## src/rtl/lsm_pkg.sv

```systemverilog
package lsm_pkg;
   typedef enum logic [2:0] {
      OP_COPY     = 3'd0,
      OP_LOAD     = 3'd1,
      OP_LOAD_RET = 3'd2,
      OP_STORE    = 3'd3,
      OP_ADDI     = 3'd4,
      OP_SUBI     = 3'd5
   } uop_op_e;

   typedef enum logic [1:0] {
      ST_IDLE = 2'd0,
      ST_COPY = 2'd1,
      ST_MEM  = 2'd2,
      ST_WB   = 2'd3
   } seq_st_e;
endpackage

```

## src/rtl/lsm_popcnt.sv

```systemverilog
module lsm_popcnt #(
   parameter int W   = 16,
   parameter int CW  = $clog2(W + 1)
) (
   input  logic [W-1:0]  vec,
   output logic [CW-1:0] cnt
);
   logic [CW-1:0] part [W+1];

   assign part[0] = '0;

   for (genvar i = 0; i < W; i++) begin : g_acc
      assign part[i+1] = part[i] + CW'(vec[i]);
   end

   assign cnt = part[W];
endmodule

```

## src/rtl/lsm_lowbit.sv

```systemverilog
module lsm_lowbit #(
   parameter int W  = 16,
   parameter int IW = $clog2(W)
) (
   input  logic [W-1:0]  vec,
   output logic [W-1:0]  onehot,
   output logic [IW-1:0] idx
);
   logic [W:0] seen;

   assign seen[0] = 1'b0;

   for (genvar i = 0; i < W; i++) begin : g_chain
      assign onehot[i]  = vec[i] & ~seen[i];
      assign seen[i+1]  = seen[i] | vec[i];
   end

   always_comb begin
      idx = '0;
      for (int i = 0; i < W; i++) begin
         if (onehot[i]) idx = IW'(i);
      end
   end
endmodule

```

## src/rtl/lsm_regmap.sv

```systemverilog
module lsm_regmap #(
   parameter int IW       = 4,
   parameter int OW       = 6,
   parameter bit BANK_EN  = 1'b1,
   parameter int USR_BASE = 32
) (
   input  logic [IW-1:0] reg_in,
   input  logic          to_user,
   output logic [OW-1:0] reg_out
);
   if (BANK_EN) begin : g_bank
      assign reg_out = to_user ? (OW'(USR_BASE) + OW'(reg_in)) : OW'(reg_in);
   end else begin : g_flat
      logic unused_sel;
      assign unused_sel = to_user;
      assign reg_out    = OW'(reg_in);
   end
endmodule

```

## src/rtl/lsm_uop_seq.sv

```systemverilog
module lsm_uop_seq
   import lsm_pkg::*;
#(
   parameter int LIST_W   = 16,
   parameter int IDX_W    = 6,
   parameter int OFFS_W   = 8,
   parameter int TMP_IDX  = 16,
   parameter int USR_BASE = 32,
   parameter bit BANK_EN  = 1'b1,
   localparam int RW      = $clog2(LIST_W),
   localparam int CW      = $clog2(LIST_W + 1)
) (
   input  logic              clk,
   input  logic              rst_n,
   input  logic              in_valid,
   output logic              in_ready,
   input  logic [LIST_W-1:0] in_list,
   input  logic [RW-1:0]     in_base,
   input  logic              in_pre,
   input  logic              in_up,
   input  logic              in_user,
   input  logic              in_wb,
   input  logic              in_load,
   output logic              err,
   output logic              uop_valid,
   input  logic              uop_ready,
   output logic [2:0]        uop_op,
   output logic [IDX_W-1:0]  uop_reg,
   output logic [IDX_W-1:0]  uop_base,
   output logic [OFFS_W-1:0] uop_off,
   output logic              uop_neg,
   output logic              uop_last
);
   localparam int PC_BIT   = LIST_W - 1;
   localparam int MAX_OFFS = 4 * LIST_W;

   if ((1 << OFFS_W) <= MAX_OFFS) begin : g_bad_offs
      $error("OFFS_W too narrow for 4*LIST_W");
   end
   if ((1 << IDX_W) <= TMP_IDX || (1 << IDX_W) < USR_BASE + LIST_W) begin : g_bad_idx
      $error("IDX_W cannot hold TMP_IDX or user bank");
   end
   if (LIST_W < 2) begin : g_bad_list
      $error("LIST_W must be at least 2");
   end

   seq_st_e              st_q;
   logic [LIST_W-1:0]    rem_q;
   logic [CW-1:0]        cnt_q;
   logic [OFFS_W-1:0]    offs_q;
   logic [RW-1:0]        base_q;
   logic                 up_q, user_q, wb_q, load_q, pc_q, err_q;

   logic [CW-1:0]        n_in;
   logic [OFFS_W-1:0]    start_offs;
   logic [LIST_W-1:0]    cur_oh;
   logic [RW-1:0]        cur_r;
   logic [IDX_W-1:0]     cur_idx;
   logic [LIST_W-1:0]    rem_next;
   logic                 accept, fire, mem_final;

   lsm_popcnt #(.W(LIST_W), .CW(CW)) u_pop (
      .vec (in_list),
      .cnt (n_in)
   );

   lsm_lowbit #(.W(LIST_W), .IW(RW)) u_low (
      .vec    (rem_q),
      .onehot (cur_oh),
      .idx    (cur_r)
   );

   lsm_regmap #(.IW(RW), .OW(IDX_W), .BANK_EN(BANK_EN), .USR_BASE(USR_BASE)) u_map (
      .reg_in  (cur_r),
      .to_user (user_q & ~pc_q),
      .reg_out (cur_idx)
   );

   assign accept    = in_valid & in_ready;
   assign fire      = uop_valid & uop_ready;
   assign rem_next  = rem_q & ~cur_oh;
   assign mem_final = (rem_next == '0);

   always_comb begin
      start_offs = in_up ? '0 : ((OFFS_W'(n_in) << 2) - OFFS_W'(4));
      if (in_pre) start_offs = start_offs + OFFS_W'(4);
   end

   always_ff @(posedge clk or negedge rst_n) begin
      if (!rst_n) begin
         st_q   <= ST_IDLE;
         rem_q  <= '0;
         cnt_q  <= '0;
         offs_q <= '0;
         base_q <= '0;
         up_q   <= 1'b0;
         user_q <= 1'b0;
         wb_q   <= 1'b0;
         load_q <= 1'b0;
         pc_q   <= 1'b0;
         err_q  <= 1'b0;
      end else begin
         err_q <= 1'b0;
         unique case (st_q)
            ST_IDLE: begin
               if (accept) begin
                  rem_q  <= in_list;
                  cnt_q  <= n_in;
                  offs_q <= start_offs;
                  base_q <= in_base;
                  up_q   <= in_up;
                  user_q <= in_user;
                  wb_q   <= in_wb;
                  load_q <= in_load;
                  pc_q   <= in_list[PC_BIT];
                  if (in_list == '0) err_q <= 1'b1;
                  else               st_q  <= ST_COPY;
               end
            end
            ST_COPY: begin
               if (fire) st_q <= ST_MEM;
            end
            ST_MEM: begin
               if (fire) begin
                  rem_q  <= rem_next;
                  offs_q <= up_q ? offs_q + OFFS_W'(4) : offs_q - OFFS_W'(4);
                  if (mem_final) st_q <= wb_q ? ST_WB : ST_IDLE;
               end
            end
            ST_WB: begin
               if (fire) st_q <= ST_IDLE;
            end
            default: st_q <= ST_IDLE;
         endcase
      end
   end

   assign in_ready  = (st_q == ST_IDLE);
   assign uop_valid = (st_q != ST_IDLE);
   assign err       = err_q;

   always_comb begin
      uop_op   = OP_COPY;
      uop_reg  = '0;
      uop_base = '0;
      uop_off  = '0;
      uop_neg  = 1'b0;
      uop_last = 1'b0;
      unique case (st_q)
         ST_COPY: begin
            uop_op   = OP_COPY;
            uop_reg  = IDX_W'(TMP_IDX);
            uop_base = IDX_W'(base_q);
         end
         ST_MEM: begin
            if (!load_q)
               uop_op = OP_STORE;
            else if (user_q && cur_r == RW'(PC_BIT))
               uop_op = OP_LOAD_RET;
            else
               uop_op = OP_LOAD;
            uop_reg  = cur_idx;
            uop_base = IDX_W'(TMP_IDX);
            uop_off  = offs_q;
            uop_neg  = ~up_q;
            uop_last = mem_final & ~wb_q;
         end
         ST_WB: begin
            uop_op   = up_q ? OP_ADDI : OP_SUBI;
            uop_reg  = IDX_W'(base_q);
            uop_base = IDX_W'(base_q);
            uop_off  = OFFS_W'(cnt_q) << 2;
            uop_last = 1'b1;
         end
         default: ;
      endcase
   end
endmodule

```

## config.mk

```make
export PLATFORM = sky130hd
export DESIGN_NAME = lsm_uop_seq
export DESIGN_NICKNAME = d
export VERILOG_FILES = /design/src/rtl/lsm_pkg.sv /design/src/rtl/lsm_popcnt.sv /design/src/rtl/lsm_lowbit.sv /design/src/rtl/lsm_regmap.sv /design/src/rtl/lsm_uop_seq.sv
export SDC_FILE = /design/constraint.sdc
export NUM_CORES = 1
export LEC_CHECK = 0
export BUFFER_PORTS_ARGS = -buffer_cell sky130_fd_sc_hd__buf_2
export CAP_MARGIN = 5
export CORE_MARGIN = 4
export CORE_UTILIZATION = 48
export CTS_CLUSTER_SIZE = 8
export DETAILED_ROUTE_END_ITERATION = 12
export HOLD_SLACK_MARGIN = 0.05
export PLACE_DENSITY = 0.73
export SLEW_MARGIN = 30
export SYNTH_ARGS = -nofsm -noshare
export SYNTH_HDL_FRONTEND = slang
export SYNTH_SLANG_ARGS = --single-unit
```

## constraint.sdc

```tcl
create_clock -name clk -period 2.3 [get_ports clk]
set_input_delay 0 -clock clk [delete_from_list [all_inputs] [get_ports clk]]
set_output_delay 0 -clock clk [all_outputs]
set_load 0.02 [all_outputs]
```

==> impl_metrics.ini, run 1 <==
[run_status]
status = finished, violations left
violations = negative setup slack

[yosys]
synth_top_family_by_area = simple AND/OR/NAND/NOR gates
synth-edff-count = 0
synthCells = 395
ys.flop_type = dfrtp_1
synth_xor_area_share_pct = 2.835
async_flop_share_pct = 100.0
synth.ff_latch_count = 39
synth_compound_area_share_pct = 18.54
ys_types = 58
synthSimpleGateAreaFrac_pct = 22.22
ys_warn_count = 0
synthAdderAreaFrac_pct = 12.64
yosysSeqAreaShare_pct = 29.89
syn_area_sq_mm = 0.003266
synth_area_per_cell_sq_um = 8.267
synth.mux.area_fraction_pct = 5.249

[routing]
via_count = 3437
ant_nets = 0
wl_per_cell_um = 16.36
dr.pass1.iters = 5
viasPerCell = 5.719
drt-initial-drc-count = 229
routed_wl_um = 9834
drc_errors = 0

[finish]
area_growth_pct = 41.92
register_area_sq_um = 978.4
antennaDiodeCount = 0
n_fill_cell = 476
multi_input_comb_area_sq_mm = 0.002298
layout-drive-gt1-share_pct = 37.40
final_nets = 577

[timing]
fin_hold_ws_ns = 0.08861
slew_viol_final = 0
rsz0062_at_grt = true
timing.fmax_ghz = 0.2285
hold_viol_final = 0
max-slew-margin-rel_pct = 57.30
period_share_pct = 190.3
worst_pin_slew_ns = 0.6404
min_period_ns = 4.377
setup_violations = 16
setup_ws_ns = -2.077
tns_ns = -14.85
fin_skew_ns = 0.008362

[grt]
grt_overflow = 0
gr-usage-met1_pct = 29.06
top_usage_layer = met2
grt.total_usage_pct = 23.58
first_global_vias = 3502
grtUsageMet3_pct = 3.083
grt_use_met2_pct = 41.69
grt_pass1_wl_um = 16120
grt_max_degree = 40
antenna_found_initial = 0

[run]
maxCapViolations = 0

[placement]
dp_hpwl_um = 7153
place_ws_ns = -2.450
place_congestion = 0.9000
port_buffers = 53

[die]
die_h_um = 90.48
rows = 29
die_width_um = 90.48
die_area_sq_mm = 0.008187
start_util_pct = 50.28
pin_count = 57
coreArea_sq_mm = 0.006495

[worst_setup_path]
critPathMaxFanout = 2
worstSetupEndpointType = flop
critPathKind = in -> reg
worstPathArrival_ns = 4.54
critPathLaunchType = input pin
critPathRequiredTime_ns = 2.47

[clocking]
cts-buffers-inserted = 5
cts_num_sinks = 39
clk_pin_slew_ns = 0.08
h-tree-depth = 2
tritoncts = yes
clock_latency_ns = 0.29
clock_path_buffers = 2
root_buffer = clkbuf_8

[hold_path]
min_path_type = in -> reg
cells in the final DEF, fill, tap and decap left out, types with 3 or more instances in the layout:
cell type	Yosys	final
nand4_1	3	3
inv_2	1	5
dlygate4sd3_1	0	8
a211o_1	3	3
buf_4	4	77
and2_1	6	6
nor4_1	7	3
or4_4	1	3
a21oi_2	0	5
nor2_2	1	4
o22ai_1	3	3
nand2_1	43	39
a21oi_1	23	18
nand3_1	6	5
mux2i_1	16	16
xnor2_1	6	5
fa_1	11	9
conb_1	1	3
o21ai_0	18	17
nor2_1	44	39
nor4_4	2	6
clkbuf_8	0	5
ha_1	13	11
a21o_1	4	4
inv_1	33	29
buf_2	0	46
a31oi_1	4	4
nand2_2	0	3
a211oi_1	4	3
buf_6	6	11
o21bai_1	3	3
o21a_1	4	4
o21ai_1	24	25
nor3_1	10	9
dfrtp_1	39	37
Yosys cell counts, types with 2 or more instances:
master	instances	share of area [%]
a211oi_1	4	0.92
dfrtp_1	39	30
nor3b_1	4	0.92
a21oi_1	23	3.5
o31ai_1	2	0.46
xnor2_1	6	1.6
a211o_1	3	0.80
or3_1	3	0.57
nand2_1	43	4.9
o21ai_0	18	2.8
a21o_1	4	0.92
ha_1	13	5.0
o21ai_1	24	3.7
buf_4	4	0.92
o21bai_1	3	0.69
xor2_1	2	0.54
inv_1	33	3.8
nor4_1	7	1.3
nand3_1	6	0.92
buf_6	6	2.1
fa_1	11	6.7
nand4_1	3	0.57
nor4_4	2	1.3
mux2i_1	16	4.9
o22ai_1	3	0.57
nor4b_1	2	0.54
nor3_1	10	1.5
o21a_1	4	0.92
nor2b_1	2	0.38
nor2_1	44	5.1
and2_1	6	1.1
a31oi_1	4	0.77
clkbuf_1	13	1.5
maj3_1	3	0.92
nor4_2	2	0.77
worst paths after layout:
kind	slack, ns	cells past startpoint	to	from
max	-2.08	17	offs_q[7]	in_list[7]
min	0.09	4	rem_q[0]	in_list[0]
max reg2reg	-0.11	7	st_q[1]	rem_q[5]
min reg2reg	0.47	2	base_q[3]	base_q[3]
max in group asynchronous	1.69	2	rem_q[0]	rst_n
min in group asynchronous	0.23	2	rem_q[3]	rst_n
registers in the layout, indices dropped and copies added, names as in the netlist:
name    count
rem_q      16
offs_q      6
cnt_q       5
base_q      4
st_q        2
err         1
load_q      1
pc_q        1
up_q        1
user_q      1
wb_q        1
metrics by stage:
step / std cells / area (sq um) / utilization [%]
global placement: 570 / 4030 / 62.05
global route: 601 / 4634 / 71.35
detailed placement: 570 / 4030 / 62.05
CTS: 598 / 4473 / 68.87
floorplan: 397 / 3319 / -
finish: 601 / 4634 / 71.35
critical path, cell delays in order:
cell and delay, ns:
buf_8 0.10, fa_1 0.55, inv_2 0.05, fa_1 0.55, fa_1 0.43, fa_1 0.47
fa_2 0.35, inv_2 0.08, fa_2 0.45, inv_2 0.09, ha_4 0.13, nand4b_1 0.09
a211o_1 0.33, a2111oi_4 0.33, mux2_4 0.34, a21oi_2 0.13, a211oi_1 0.07
kinds of logic (layout without fill, tap and decap cells):
kind of cell               Yosys count  in the layout
AOI/OAI and AO/OA                  101            101
DFF                                 39             39
buffers and inverters               58            185
xor gates and xnor gates             9              9
and+or+nand+nor                    143            143
adders and majority gates           27             27
muxes                               17             17
other                                1              3
metal layers:
metal	up-vias	part of all wire (%)
li1	1622	-
met1	1646	41
met2	140	50
met3	29	5.4
met4	0	3.0
met5	-	0
final cells by class:
cell class,instances,area share [%]
sequential,39,21.11
inverter,35,2.835
clock buffer,6,1.566
multi-input combinational,300,49.59
clock inverter,1,0.6479
timing repair buffer,143,22.17
tap,77,2.079
what timing repair did:
action / in CTS / in global routing
pin swaps: 14 / 23
setup buffers: 13 / 6
endpoints found under the setup margin: 15 / 19
hold buffers: 8 / 0
resized for setup: 36 / 29
endpoints found under the hold margin: 46 / 0
Power of run 1 is left out: the tool's default activity adds up to more than one toggle a clock period on the data nets, which glitch-free logic cannot reach.
==> run 2, diff against run 1 <==
- PLACE_DENSITY: 0.73 -> 0.84
==> run 2 against run 1 <==
Against the previous run:
- the run still ends with negative setup slack left
- register-to-register slack better by 0.13 ns
- first-iteration DRC count up 29%
- non-clock buffer count up 2
- clock skew up 0.0038 ns
- critical path type unchanged
==> impl_metrics.ini, run 2 (same netlist as run 1, synthesis figures left out) <==
[worst_setup_path]
slowest_stage = fa_1
cp_top_family = adder cells
critPathBufInv = 4
critPathRequiredTime_ns = 2.49
worstSetupEndpointType = flop
cp.depth = 17
worstPathArrival_ns = 4.58
cp_slowest_stage_delay_ns = 0.56
ff2ff_path_depth = 7
cp_common_cell = fa_1
critPathKind = in -> reg
crit_path_cell_trace = buf_6, fa_1, inv_1, fa_1, fa_1, fa_1, fa_2, inv_2, fa_2, inv_2, ha_4, nand4b_1, a211o_1, a2111oi_4, mux2_4, a21oi_2, a211oi_1
critPathMaxFanout = 2
critPathLaunchType = input pin

[timing]
max-slew-margin-rel_pct = 41.90
setup_violations = 14
setup_ws_ns = -2.092
rsz0062_at_grt = true
fin_hold_ws_ns = 0.07251
timing.fmax_ghz = 0.2277
period_share_pct = 191.0
worst_pin_slew_ns = 0.8683
hold_viol_final = 0
fin_skew_ns = 0.01219
min_period_ns = 4.392
slew_viol_final = 0

[finish]
register_area_sq_um = 978.4
final_common_cell = buf_4
regMostFlops = rem_q
top_regs = rem_q (16), offs_q (6), cnt_q (5)
largest_register_ffs = 16
multi_input_comb_area_sq_mm = 0.002208
layout-drive-gt1-share_pct = 35.29
fin_cells = 604
n_fill_cell = 451
antennaDiodeCount = 0
layout_common_cells = buf_4 (76), buf_2 (50), nor2_1 (42)
utilization_pct = 69.87
area_growth_pct = 38.97
final_nets = 579

[grt]
first_global_vias = 3562
grt.total_usage_pct = 25.16
grt_pass1_wl_um = 17020
grt_overflow = 0
grt_max_degree = 40
antenna_found_initial = 0

[placement]
place_inst = 574
port_buffers = 53
dp_hpwl_um = 7540
place_congestion = 0.9276

[die]
die_h_um = 90.48
rows = 29
die_area_sq_mm = 0.008187
coreArea_sq_mm = 0.006495
die_width_um = 90.48
pin_count = 57
start_util_pct = 50.28

[routing]
wl_per_cell_um = 17.08
viasPerCell = 5.839
ant_nets = 0
routed_wl_um = 10320
via_count = 3527
drc_errors = 0
drt-initial-drc-count = 295
dr.pass1.iters = 5

[hold_path]
min_path_type = in -> reg
whs_path_depth = 4

[clocking]
cts_num_sinks = 39
cts-buffers-inserted = 5
tritoncts = yes
root_buffer = clkbuf_8
clock_path_buffers = 2
clock_latency_ns = 0.31
h-tree-depth = 2
clk_pin_slew_ns = 0.09

[power_and_ir_drop]
power_density_mw_per_mm2 = 1890
total_power_mw = 8.578
ir_drop_mv = 1.318
p_leak_nw = 2.211

[run_status]
status = finished, violations left
violations = negative setup slack

[run]
maxCapViolations = 0
[run 2: cell count changes in the layout (fill, tap and decap cells not counted), sizes merged]
cell         delta
inv             +1
bufinv          -1
dlygate4sd3     +2
clkbuf          -1
clkinvlp        +2
[run 2: what timing repair did]
item / CTS / global route
hold buffers: 10 / 0
pin swaps: 10 / 6
cloned: 0 / 0
buffers inserted: 6 / 5
endpoints found under the setup margin: 15 / 18
resized for setup: 28 / 13
hold endpoints to repair: 48 / 0
[run 2: cell type report]
cell class | instances | share of cell area, %
multi-input cells | 300 | 48.66
clock inverters | 3 | 0.5238
well taps | 77 | 2.123
inverters | 35 | 2.895
clock buffers | 5 | 1.516
flip-flops and latches | 39 | 21.56
repair buffers | 145 | 22.72
[run 2: worst paths after layout]
check / slack (ns) / to / from
max in group asynchronous: 1.74 / base_q[2] / rst_n
setup / recovery: -2.09 / offs_q[7] / in_list[7]
setup reg to reg: 0.02 / st_q[1] / rem_q[1]
hold reg to reg: 0.48 / base_q[2] / base_q[2]
min in group asynchronous: 0.11 / rem_q[9] / rst_n
hold / removal: 0.07 / rem_q[0] / in_list[0]
[run 2: layer usage]
| layer | global-route usage (%) | part of all wire (%) | up-vias |
|---|---|---|---|
| li1 | - | - | 1635 |
| met1 | 29.37 | 40 | 1701 |
| met2 | 45.34 | 51 | 150 |
| met3 | 3.417 | 4.8 | 41 |
| met4 | 11.61 | 3.8 | 0 |
| met5 | 0 | 0 | - |
[run 2: power by group]
group | internal, mW | switching (mW) | total (mW) | leakage (nW)
sequential | 0.987 | 0.306 | 1.29 | 0.493
combinational | 3.17 | 3.61 | 6.78 | 1.68
clock | 0.217 | 0.284 | 0.501 | 0.0408
[run 2: worst reg2reg max path, stage by stage, from the launching register on]
cell	delay, ns
dfrtp_1	0.43
or4_4	0.60
buf_4	0.17
nor4_1	0.26
a211oi_1	0.08
a211o_1	0.29
nor4_4	0.18
o221ai_1	0.13
[run 2: per-stage QoR]
stage | setup TNS (ns) | cell area (sq um) | setup slack [ns]
final | -14.63 | 4538 | -2.092
after global routing | -16.45 | 4538 | -2.257
after CTS | -14.43 | 4420 | -2.042
after detailed placement | -17.34 | 4060 | -2.402
after global placement | -16.81 | 4060 | -2.311
after floorplan | -13.01 | 3319 | -2.124
Power figures use the tool's default switching activity.
==> run 3, diff against run 2 <==
- CTS_BUF_LIST: not set -> sky130_fd_sc_hd__clkbuf_16
==> run 3 against run 2 <==
Against the previous run:
- the flow still finishes with violations (negative setup slack)
- clock-buffer cell count did not move
- global-route usage shrank 0.27 points
- non-clock buffer count down 7
- core utilization hardly changed
- clock skew decreased by 0.0084 ns
- cell area is essentially flat
- clock power is 41% higher
- flip-flop and latch count stayed put
- critical path depth is the same
- final cell count shrank 1.2%
- combinational power decreased by 1%
- largest cell class unchanged
- highest routed layer unchanged
==> impl_metrics.ini, run 3 (same netlist as run 1, synthesis figures left out) <==
[run_status]
status = finished, violations left
violations = negative setup slack

[hold_path]
whs_path_depth = 2
min_path_type = in -> reg
hold-path-endpoint = st_q[1]
hold_start = uop_ready

[worst_setup_path]
ff2ff_path_depth = 7
crit-reg2reg-launch = rem_q[1]
worstSetupEndpointType = flop
critPathKind = in -> reg
rrSetupSlack_ns = -0.01
crit-reg2reg-capture = st_q[1]
critPathLaunchType = input pin
critPathRequiredTime_ns = 2.46
worstPathArrival_ns = 4.55
critPathMaxFanout = 2

[clocking]
tritoncts = yes
cts-buffers-inserted = 5
root_buffer = clkbuf_16
clock_path_buffers = 2
cts_num_sinks = 39
h-tree-depth = 2
clock_latency_ns = 0.29
clk_pin_slew_ns = 0.06

[grt]
grt_max_degree = 40
grt_overflow = 0
grt_pass1_wl_um = 16860
antenna_found_initial = 0
first_global_vias = 3497
grt.total_usage_pct = 24.89

[finish]
layout_common_cells = buf_4 (72), buf_2 (49), nor2_1 (41)
final_nets = 572
area_growth_pct = 39.04
regMostFlops = rem_q
largest_register_ffs = 16
top_regs = rem_q (16), offs_q (6), cnt_q (5)
layout-drive-gt1-share_pct = 34.04
antennaDiodeCount = 0
final_common_cell = buf_4

[power_and_ir_drop]
p_leak_nw = 2.201
power_density_mw_per_mm2 = 1916
ir_drop_mv = 1.238

[routing]
wl_per_cell_um = 17.18
via_count = 3472
drt-initial-drc-count = 208
ant_nets = 0
routed_wl_um = 10260
viasPerCell = 5.816
drc_errors = 0
dr.pass1.iters = 5

[timing]
min_period_ns = 4.391
period_share_pct = 190.9
tns_ns = -14.55
max-slew-margin-rel_pct = 40.48
setup_ws_ns = -2.091
worst_pin_slew_ns = 0.8896
timing.fmax_ghz = 0.2277
rsz0062_at_grt = true
setup_violations = 15
hold_viol_final = 0
slew_viol_final = 0
fin_skew_ns = 0.003795

[die]
die_area_sq_mm = 0.008187
rows = 29
die_width_um = 90.48
die_h_um = 90.48
coreArea_sq_mm = 0.006495
pin_count = 57
start_util_pct = 50.28

[run]
maxCapViolations = 0

[placement]
place_ws_ns = -2.402
dp_hpwl_um = 7540
port_buffers = 53
place_congestion = 0.9276
[run 3: area by class of cell]
type	count	area (sq um)
Multi-Input combinational cell	300	2211
Fill cell	441	1954
Sequential cell	39	977.2
Timing Repair Buffer	138	975.9
Inverter	35	131.4
Clock buffer	5	125.1
Tap cell	77	96.34
Clock inverter	3	23.77
[run 3: what timing repair did]
item	CTS	global route
endpoints found under the hold margin	46	0
pin swaps	11	7
hold buffers	8	0
resized for setup	23	15
setup buffers	5	2
endpoints found under the setup margin	15	18
gates cloned	0	0
[run 3: stage by stage]
step	util, %	hold WS (ns)	instance area, sq um	power (mW)	cells
after floorplan	-	-0.2956	3319	4.975	397
after global placement	62.51	0.1493	4060	6.762	574
after detailed placement	62.51	0.1543	4060	6.961	574
after CTS	68.29	0.06260	4436	8.303	595
after global routing	69.91	0.07994	4541	9.309	597
final	69.91	0.06873	4541	8.702	597
[run 3: how the worst max path moves through the flow]
stage / from / to / slack, ns / depth (start not counted)
final: in_list[7] / offs_q[7] / -2.09 / 17
after global routing: in_list[7] / offs_q[7] / -2.26 / 17
after floorplan: in_list[7] / offs_q[7] / -2.12 / 16
after detailed placement: in_list[7] / offs_q[7] / -2.40 / 17
after global placement: in_list[7] / offs_q[7] / -2.31 / 17
after CTS: in_list[7] / offs_q[7] / -2.07 / 17
[run 3: metal layers]
layer / track usage, % / up-vias / part of all wire (%)
met2: 45.34 / 162 / 52
met1: 29.35 / 1662 / 39
li1: - / 1617 / -
met4: 10.08 / 0 / 2.9
met3: 3.167 / 31 / 5.3
met5: 0 / - / 0
[run 3: where the power goes]
| part | switching, mW | internal [mW] |
|---|---|---|
| clock network | 0.302 | 0.405 |
| registers | 0.312 | 0.989 |
| logic | 3.57 | 3.13 |
| total | 4.18 | 4.52 |
[run 3: critical path, stage by stage]
cell	delay [ns]
buf_6	0.10
fa_1	0.54
inv_1	0.06
fa_1	0.56
fa_1	0.43
fa_1	0.46
fa_2	0.34
inv_2	0.08
fa_2	0.46
inv_2	0.10
ha_4	0.14
nand4b_1	0.11
a211o_1	0.29
a2111oi_4	0.32
mux2_4	0.34
a21oi_2	0.16
a211oi_1	0.07
